$ cat src/rtl/lane_pkg.sv
package lane_pkg;

    localparam int LANES  = 4;
    localparam int BYTE_W = 8;
    localparam int DATA_W = LANES * BYTE_W;
    localparam int OFF_W  = $clog2(LANES);

    typedef enum logic [1:0] {
        SZ_BYTE  = 2'd0,
        SZ_HALF  = 2'd1,
        SZ_WORD  = 2'd2,
        SZ_DWORD = 2'd3
    } acc_size_e;

    // Captured control of an accepted access, carried to the response cycle.
    typedef struct packed {
        logic [OFF_W-1:0] off;
        acc_size_e        size;
        logic             big;
        logic             sext;
        logic             write;
        logic             err;
    } lane_ctl_t;

    function automatic int unsigned size_bytes(acc_size_e s);
        case (s)
            SZ_BYTE: return 1;
            SZ_HALF: return 2;
            SZ_WORD: return 4;
            default: return 8;
        endcase
    endfunction

    // Memory lane that holds byte idx (0 = least significant) of the value.
    function automatic logic [OFF_W-1:0] lane_of(logic [OFF_W-1:0] off, acc_size_e s,
                                                 logic big, int unsigned idx);
        int unsigned n;
        int unsigned p;
        n = size_bytes(s);
        p = big ? (int'(off) + n - 1 - idx) : (int'(off) + idx);
        return OFF_W'(p);
    endfunction

endpackage

$ cat src/rtl/lane_align_chk.sv
module lane_align_chk
    import lane_pkg::*;
(
    input  logic [OFF_W-1:0] off,
    input  acc_size_e        size,
    output logic             err
);
    logic [OFF_W:0] mask;
    logic           too_wide;

    always_comb begin
        too_wide = size_bytes(size) > LANES;
        mask     = (OFF_W+1)'(size_bytes(size) - 1);
        err      = too_wide || ((off & mask[OFF_W-1:0]) != '0);
    end
endmodule

$ cat src/rtl/lane_wr_steer.sv
module lane_wr_steer
    import lane_pkg::*;
(
    input  logic              en,
    input  logic [OFF_W-1:0]  off,
    input  acc_size_e         size,
    input  logic              big,
    input  logic [DATA_W-1:0] wdata,
    output logic [LANES-1:0]  be,
    output logic [DATA_W-1:0] lane_data
);
    always_comb begin
        be        = '0;
        lane_data = '0;
        for (int i = 0; i < LANES; i++) begin
            if (en && (i < int'(size_bytes(size)))) begin
                be[lane_of(off, size, big, i)] = 1'b1;
                lane_data[BYTE_W*int'(lane_of(off, size, big, i)) +: BYTE_W] =
                    wdata[BYTE_W*i +: BYTE_W];
            end
        end
    end
endmodule

$ cat src/rtl/lane_rd_gather.sv
module lane_rd_gather
    import lane_pkg::*;
(
    input  logic [DATA_W-1:0] rdata,
    input  logic [OFF_W-1:0]  off,
    input  acc_size_e         size,
    input  logic              big,
    input  logic              sext,
    output logic [DATA_W-1:0] result
);
    logic [DATA_W-1:0] raw;

    for (genvar gi = 0; gi < LANES; gi++) begin : g_byte
        logic [BYTE_W-1:0] pick;
        assign pick = rdata[BYTE_W*int'(lane_of(off, size, big, gi)) +: BYTE_W];
        assign raw[BYTE_W*gi +: BYTE_W] = (gi < int'(size_bytes(size))) ? pick : '0;
    end

    always_comb begin
        logic sign;
        int   n;
        n      = int'(size_bytes(size));
        sign   = 1'b0;
        result = raw;
        if (sext && (n < LANES)) begin
            sign = raw[BYTE_W*n - 1];
            for (int i = 1; i < LANES; i++)
                if (i >= n) result[BYTE_W*i +: BYTE_W] = {BYTE_W{sign}};
        end
    end
endmodule

$ cat src/rtl/lane_port.sv
module lane_port
    import lane_pkg::*;
#(
    parameter int ADDR_W = 16
) (
    input  logic              clk,
    input  logic              rst,
    input  logic              req_valid,
    output logic              req_ready,
    input  logic [ADDR_W-1:0] req_addr,
    input  logic [1:0]        req_size,
    input  logic              req_write,
    input  logic [DATA_W-1:0] req_wdata,
    input  logic              req_signed,
    input  logic              req_big,
    output logic              mem_en,
    output logic              mem_we,
    output logic [ADDR_W-1:0] mem_addr,
    output logic [LANES-1:0]  mem_be,
    output logic [DATA_W-1:0] mem_wdata,
    input  logic [DATA_W-1:0] mem_rdata,
    output logic              rsp_valid,
    output logic              rsp_err,
    output logic [DATA_W-1:0] rsp_rdata
);
    logic              ready_q;
    logic              fire;
    logic              bad;
    acc_size_e         size_e;
    logic [OFF_W-1:0]  off;
    logic [DATA_W-1:0] steer_data;
    logic [DATA_W-1:0] load_val;
    logic              rsp_q;
    lane_ctl_t         ctl_q;

    assign size_e    = acc_size_e'(req_size);
    assign off       = req_addr[OFF_W-1:0];
    assign req_ready = ready_q;
    assign fire      = req_valid && ready_q;

    always_ff @(posedge clk) begin
        if (rst) ready_q <= 1'b0;
        else     ready_q <= 1'b1;
    end

    lane_align_chk u_align (
        .off  (off),
        .size (size_e),
        .err  (bad)
    );

    assign mem_en   = fire && !bad;
    assign mem_we   = mem_en && req_write;
    assign mem_addr = {req_addr[ADDR_W-1:OFF_W], {OFF_W{1'b0}}};

    lane_wr_steer u_steer (
        .en        (mem_en),
        .off       (off),
        .size      (size_e),
        .big       (req_big),
        .wdata     (req_wdata),
        .be        (mem_be),
        .lane_data (steer_data)
    );

    assign mem_wdata = mem_we ? steer_data : '0;

    always_ff @(posedge clk) begin
        if (rst) begin
            rsp_q <= 1'b0;
            ctl_q <= '0;
        end else begin
            rsp_q <= fire;
            if (fire) begin
                ctl_q.off   <= off;
                ctl_q.size  <= size_e;
                ctl_q.big   <= req_big;
                ctl_q.sext  <= req_signed;
                ctl_q.write <= req_write;
                ctl_q.err   <= bad;
            end
        end
    end

    lane_rd_gather u_gather (
        .rdata  (mem_rdata),
        .off    (ctl_q.off),
        .size   (ctl_q.size),
        .big    (ctl_q.big),
        .sext   (ctl_q.sext),
        .result (load_val)
    );

    assign rsp_valid = rsp_q;
    assign rsp_err   = rsp_q && ctl_q.err;
    assign rsp_rdata = (rsp_q && !ctl_q.write && !ctl_q.err) ? load_val : '0;

    // Lane count of a memory access matches its size code.
    assert_be_count_R1: assert property (@(posedge clk) disable iff (rst)
        mem_en |-> ($countones(mem_be) == int'(size_bytes(size_e))));

    // Halfword strobes only for even addresses.
    assert_half_align_R5: assert property (@(posedge clk) disable iff (rst)
        (mem_en && req_size == 2'd1) |-> !req_addr[0]);

    // Doubleword requests never reach memory.
    assert_dword_block_R6: assert property (@(posedge clk) disable iff (rst)
        (fire && req_size == 2'd3) |-> (!mem_en && mem_be == '0));

    // Error responses carry no data.
    assert_err_nodata_R7: assert property (@(posedge clk) disable iff (rst)
        rsp_err |-> (rsp_rdata == '0));

    // Response exactly one cycle after acceptance.
    assert_rsp_follows_R9: assert property (@(posedge clk) disable iff (rst)
        (req_valid && req_ready) |=> rsp_valid);

    assert_rsp_only_after_R9: assert property (@(posedge clk) disable iff (rst)
        !(req_valid && req_ready) |=> !rsp_valid);

    // Stores acknowledge with zero data.
    assert_store_ack_R10: assert property (@(posedge clk) disable iff (rst)
        (fire && req_write && req_size != 2'd3) |=> (rsp_rdata == '0));

endmodule

$ cat config.mk
export PLATFORM = sky130hd
export DESIGN_NAME = lane_port
export DESIGN_NICKNAME = d
export VERILOG_FILES = /design/src/rtl/lane_pkg.sv /design/src/rtl/lane_align_chk.sv /design/src/rtl/lane_wr_steer.sv /design/src/rtl/lane_rd_gather.sv /design/src/rtl/lane_port.sv
export SDC_FILE = /design/constraint.sdc
export NUM_CORES = 1
export LEC_CHECK = 0
export ABC_AREA = 1
export ABC_CLOCK_PERIOD_IN_PS = 13300
export BUFFER_PORTS_ARGS = -buffer_cell sky130_fd_sc_hd__buf_4
export CORE_MARGIN = 2
export CORE_UTILIZATION = 30
export CTS_CLUSTER_DIAMETER = 80
export DETAILED_ROUTE_END_ITERATION = 8
export GPL_ROUTABILITY_DRIVEN = 0
export PLACE_DENSITY_LB_ADDON = 0.3
export SLEW_MARGIN = 30
export SYNTH_ARGS = -nofsm -noshare
export SYNTH_HDL_FRONTEND = slang
export SYNTH_SLANG_ARGS = --single-unit
export TNS_END_PERCENT = 50
$ cat constraint.sdc
create_clock -name clk -period 13.3 [get_ports clk]
set_input_delay 2.66 -clock clk [delete_from_list [all_inputs] [get_ports clk]]
set_output_delay 2.66 -clock clk [all_outputs]
set_load 0.02 [all_outputs]
# [Word level (Yosys, flattened, before mapping)]
# Index checks and enable logic that the tools add are counted.
[op_classes] mux=47 n_shift=12 reduce_logical=22 n_eq_ne=4 addsub=28 bitwise_logic=5 n_lt_le_gt_ge=22
[ops] cell="32-bit 2-to-1 mux" count=6
[ops] cell="5-bit negator with 33-bit output" count=4
[ops] cell="8-bit by 33-bit variable shift with 32-bit output, first input constant" count=4
[ops] cell="8-bit by 33-bit variable part select with 32-bit output" count=4
[ops] cell="32-bit by 6-bit variable part select with 8-bit output" count=4
[ops] cell="32-bit bitwise mux" count=3
[ops] cell="8-bit 2-to-1 mux" count=7
[ops] cell="32-bit bitwise AND" count=1
[ops] cell="32-bit by 7-bit < comparator with 1-bit output, second input constant" count=1
[ops] cell="2-bit 2-to-1 mux" count=12
[ops] cell="24-bit 2-to-1 mux" count=1
[ops] cell="4-bit case mux with 3 select lines" count=2
[ops] cell="1-bit by 4-bit < comparator with 1-bit output, first input constant" count=4
[ops] cell="2-bit by 4-bit < comparator with 1-bit output, first input constant" count=4
[ops] cell="4-bit 2-to-1 mux" count=4
[ops] cell="2-bit by 1-bit subtractor with 2-bit output, second input constant" count=8
[ops] cell="1-bit logical AND" count=15
[ops] cell="2-bit by 3-bit < comparator with 1-bit output, second input constant" count=4
[ops] cell="4-bit bitwise OR" count=3
[ops] cell="2-bit adder" count=5
[ops] cell="2-bit adder, second input constant" count=4
[ops] cell="1-bit demux with 2-bit select" count=4
[ops] cell="2-bit by 1-bit greater-or-equal comparator with 1-bit output, second input constant" count=4
[ops] cell="2-bit by 4-bit greater-or-equal comparator with 1-bit output, first input constant" count=2
[ops] cell="other kinds (15)" count=30
[word_totals] regBits=10 input_bits=88 wordCells=148 output_inout_bits=89

# [Logic depth before layout (Yosys ltp)]
[logic_depth] word_depth=24 ltp_mapped=19 mapped_depth_nobuf=17

# [Cells and area by module]
# Synthesis repeated with hierarchy kept, for this count alone.
[unflattened] cells_unflattened=951 hier_area_um2=4899.7
[by_module_without_submodules] module="lane_wr_steer" area_per_inst_um2=2438.6 instances=1 seq_area_each_um2=0.0 cells_per_inst=477
[by_module_without_submodules] module="lane_rd_gather" area_per_inst_um2=1307.5 instances=1 seq_area_each_um2=0.0 cells_per_inst=268
[by_module_without_submodules] module="lane_port" area_per_inst_um2=1123.6 instances=1 seq_area_each_um2=200.2 cells_per_inst=198
[by_module_without_submodules] module="lane_align_chk" area_per_inst_um2=30.0 instances=1 seq_area_each_um2=0.0 cells_per_inst=8

# [Worst setup path after synthesis]
# OpenSTA, ideal clock, no wires.
[synth_path] path_type="input -> output" start="in req_size[1]" end="out mem_wdata[12]" path_buffers=5 t_arrival_ns=5.793 cell_stages=17 t_required_ns=10.640 slack_ns=4.847 cell_sequence="nor2_1 inv_1 ha_1 nand2_1 o21ai_1 buf_4 buf_2 buf_2 inv_1 ha_1 clkbuf_1 nor2_1 clkbuf_1 nand4_1 nand3_1 o211ai_1 a21oi_1"
[synth_via] elab_chain_cells=17 word_cells_on_any_way=60 cone_classes="add/sub (16); order compare (5); eq/ne (2); shift (8); mux (17); bitwise (2); reduce/logical (10)"
[synth_rtl] item="start, declared" line="lane_port.sv:11" source="input logic [1:0] req_size,"
[synth_rtl] item="2-bit == test, or another cell as far along" line="lane_pkg.sv:26" source="case (s)"
[synth_rtl] item="4-bit case mux with 3 select lines (*)" line="lane_pkg.sv:26"
[synth_rtl] item="branches (longest 14 deep; another with 5-bit negator with 33-bit output)"
[synth_rtl] item="32-bit 2-to-1 mux (*)" line="lane_port.sv:66" source="assign mem_wdata = mem_we ? steer_data : '0;"
[synth_rtl] item="end, declared" line="lane_port.sv:20" source="output logic [DATA_W-1:0] mem_wdata,"
# Mark *: on every way between the ends. The select of a mux whose other input is x is not followed.

# [Worst setup path after layout]
[layout_path] start="in req_size[1]" end="out mem_wdata[14]"
# The elaborated chain is that of the path after synthesis.

==> results.cfg <==
[floorplanning]
dieArea_um2 = 15200
start_util = 0.307
rows = 43
num_io_pins = 177
core_area_um2 = 13900
die_h_um = 123
fp.dieW_um = 123

[drt]
ant_nets = 0
drt_iter0_markers = 530
firstDrtPassIters = 5
drcViolationCount = 0
vias = 5572
wl_per_cell_um = 15.0
drt-total-wl_um = 15900
drt-vias-per-instance = 5.26

[synthesis]
syn_area_um2 = 4270
avgSynthCellArea_um2 = 5.51
synth_seq_cells = 10
synth_ff_type = dfxtp_1
synthTopCellsByArea = nand2_1 16%, ha_1 11%, nand3_1 7.7%
synth_edf_count = 0
seq_area_frac_synth = 0.0469
synth_top_area_share = 0.160
yosysWarnings = 0
synth_area_leader_cell = nand2_1
synthArstFlopShare = 0
synth_cells = 774
ys_types = 44

[power]
ir_drop_mv = 0.0366
power_density_nw_per_um2 = 53.0
leakage_nw = 2.55

[critical_path]
worstPathMaxFanout = 45
cp.buffers_inverters = 5
crit_path_end_kind = primary output
critPathMaxStageDelay_ps = 540
critPathRequiredTime_ps = 10640
arrival_ps = 5950
path_common_cell = buf_4
crit_slowest_cell = nor2_2
cp_cell_sequence = buf_4 -> nor2_1 -> inv_1 -> ha_1 -> nand2_1 -> o21ai_4 -> buf_4 -> inv_1 -> ha_1 -> nor2_2 -> nand3_1 -> o21ai_0 -> o211ai_1 -> a21oi_1 -> buf_4
critPathLaunchType = input pin
worst_path_dominant_cell_family = buffers and inverters
critPathKind = input pin to primary output

[sta]
fin_crit_ps = 8610
fin_skew_ps = 2.52
slew_headroom = 0.444
tightest_slew_ps = 833
rsz0062_at_grt = false
final_hold_viol_count = 0
finalSetupViolCount = 0
setup_tns_ps = 0
maxSlewViolCount = 0
fmax_ghz = 0.116
finalCritPeriodShare = 0.647

[global_route]
grt_pass1_vias = 4941
grt_first_pass_wirelength_um = 24500
gr-total-overflow = 0
grt_use_total = 0.201
grt_max_degree = 46
antenna_found_initial = 0

[clock_network]
cts.clk_slew.worst_paths_ps = 40
hold_buffers = 0
htreeDepth = 1
clock_latency_ps = 240
clockRootBuffer = clkbuf_16
clock_path_buffers = 2
cts_buffers = 3
cts_resized = 0
clock_sinks = 10
cts_tree = done
cts_setup_buffers = 0

[finish]
nFillCells = 1583
n_antenna_cell = 0
final_common_cell = nand2_1
area.growth.synth_to_final_pct = 27.4
layout.nets = 1004
final_area_um2 = 5440
drive_above_1_share = 0.254
layout_common_cells = 181 x nand2_1, 148 x buf_4, 75 x nor2_1

[hold_path]
hold_path.class = register to register

[run_status]
status = finished clean

[placement]
placed_area_um2 = 5340
numPortBuffers = 146
hpwl_um = 12900

[job]
max_cap_violations = 0
[worst reg2reg max path, stage by stage (launching register included)]
cell     delay [ps]
dfxtp_1         320
nand2_1         280
nor2_4          480
nor2_1           80
[stage by stage]
step	std cells	setup slack [ps]	util	total power, W	hold slack [ps]
6_report	1059	4690	0.392	0.000288	489
5_1_grt	1059	4350	0.392	0.000314	524
4_1_cts	1059	4470	0.391	0.000286	491
3_5_place_dp	1055	4480	0.384	0.000226	482
3_3_place_gp	1055	4470	0.384	0.000227	467
2_1_floorplan	775	4850	-	0.000177	455
[report_power, final]
group          leakage (nW)  internal [W]  switching [W]  total (W)
Sequential           0.0827     0.0000321     0.00000275  0.0000348
Combinational          2.42     0.0000620       0.000132   0.000194
Clock                0.0442     0.0000452      0.0000140  0.0000592
Total                  2.55      0.000139       0.000149   0.000288
[Yosys cell counts (12+ instances only)]
| cell type | n |
|---|---|
| inv_1 | 69 |
| o21ai_0 | 63 |
| nand3_1 | 66 |
| o21ai_1 | 19 |
| inv_2 | 13 |
| buf_2 | 13 |
| nand2_1 | 182 |
| buf_4 | 19 |
| nand4_1 | 24 |
| a21oi_2 | 16 |
| nand2_2 | 12 |
| ha_1 | 36 |
| nor2_1 | 76 |
| clkbuf_1 | 12 |
| a21oi_1 | 60 |
[logic make-up after synthesis]
group	share of synthesized area
DFF	0.0469
xor gates and xnor gates	0.00822
AOI/OAI and AO/OA	0.261
other	0.000879
adders and majority gates	0.106
and+or+nand+nor	0.435
buffers and inverters	0.142
[state kept, by name, summed over array words and instances (netlist names)]
| name | count |
|---|---|
| req_ready | 1 |
| rsp_valid | 1 |
| ctl_q | 8 |
[final cells by class]
type                            instances  area [µm²]  share of cell area
Tap cell                              180         225              0.0414
Clock buffer                            4        88.8              0.0163
Timing Repair Buffer                  148        1110               0.204
Multi-Input combinational cell        632        3490               0.642
Inverter                               85         322              0.0592
Sequential cell                        10         200              0.0368
[routing by layer]
metal | global-route usage | share of wire
met2 | 0.337 | 0.45
met3 | 0.0249 | 0.097
met4 | 0.0824 | 0.038
met5 | 0 | 0
met1 | 0.260 | 0.42
[final timing paths]
| path | start | to | slack (ps) | depth (start not counted) |
|---|---|---|---|---|
| worst min register to register | ctl_q[2]$_SDFFE_PP0P_ | ctl_q[2]$_SDFFE_PP0P_ | 490 | 2 |
| worst max-delay path | req_size[1] | mem_wdata[14] | 4690 | 15 |
| worst max register to register | req_ready$_DFF_P_ | ctl_q[0]$_SDFFE_PP0P_ | 12010 | 3 |
| worst min-delay path | ctl_q[2]$_SDFFE_PP0P_ | ctl_q[2]$_SDFFE_PP0P_ | 490 | 2 |
No activity file was read; power rests on OpenSTA's default activity.
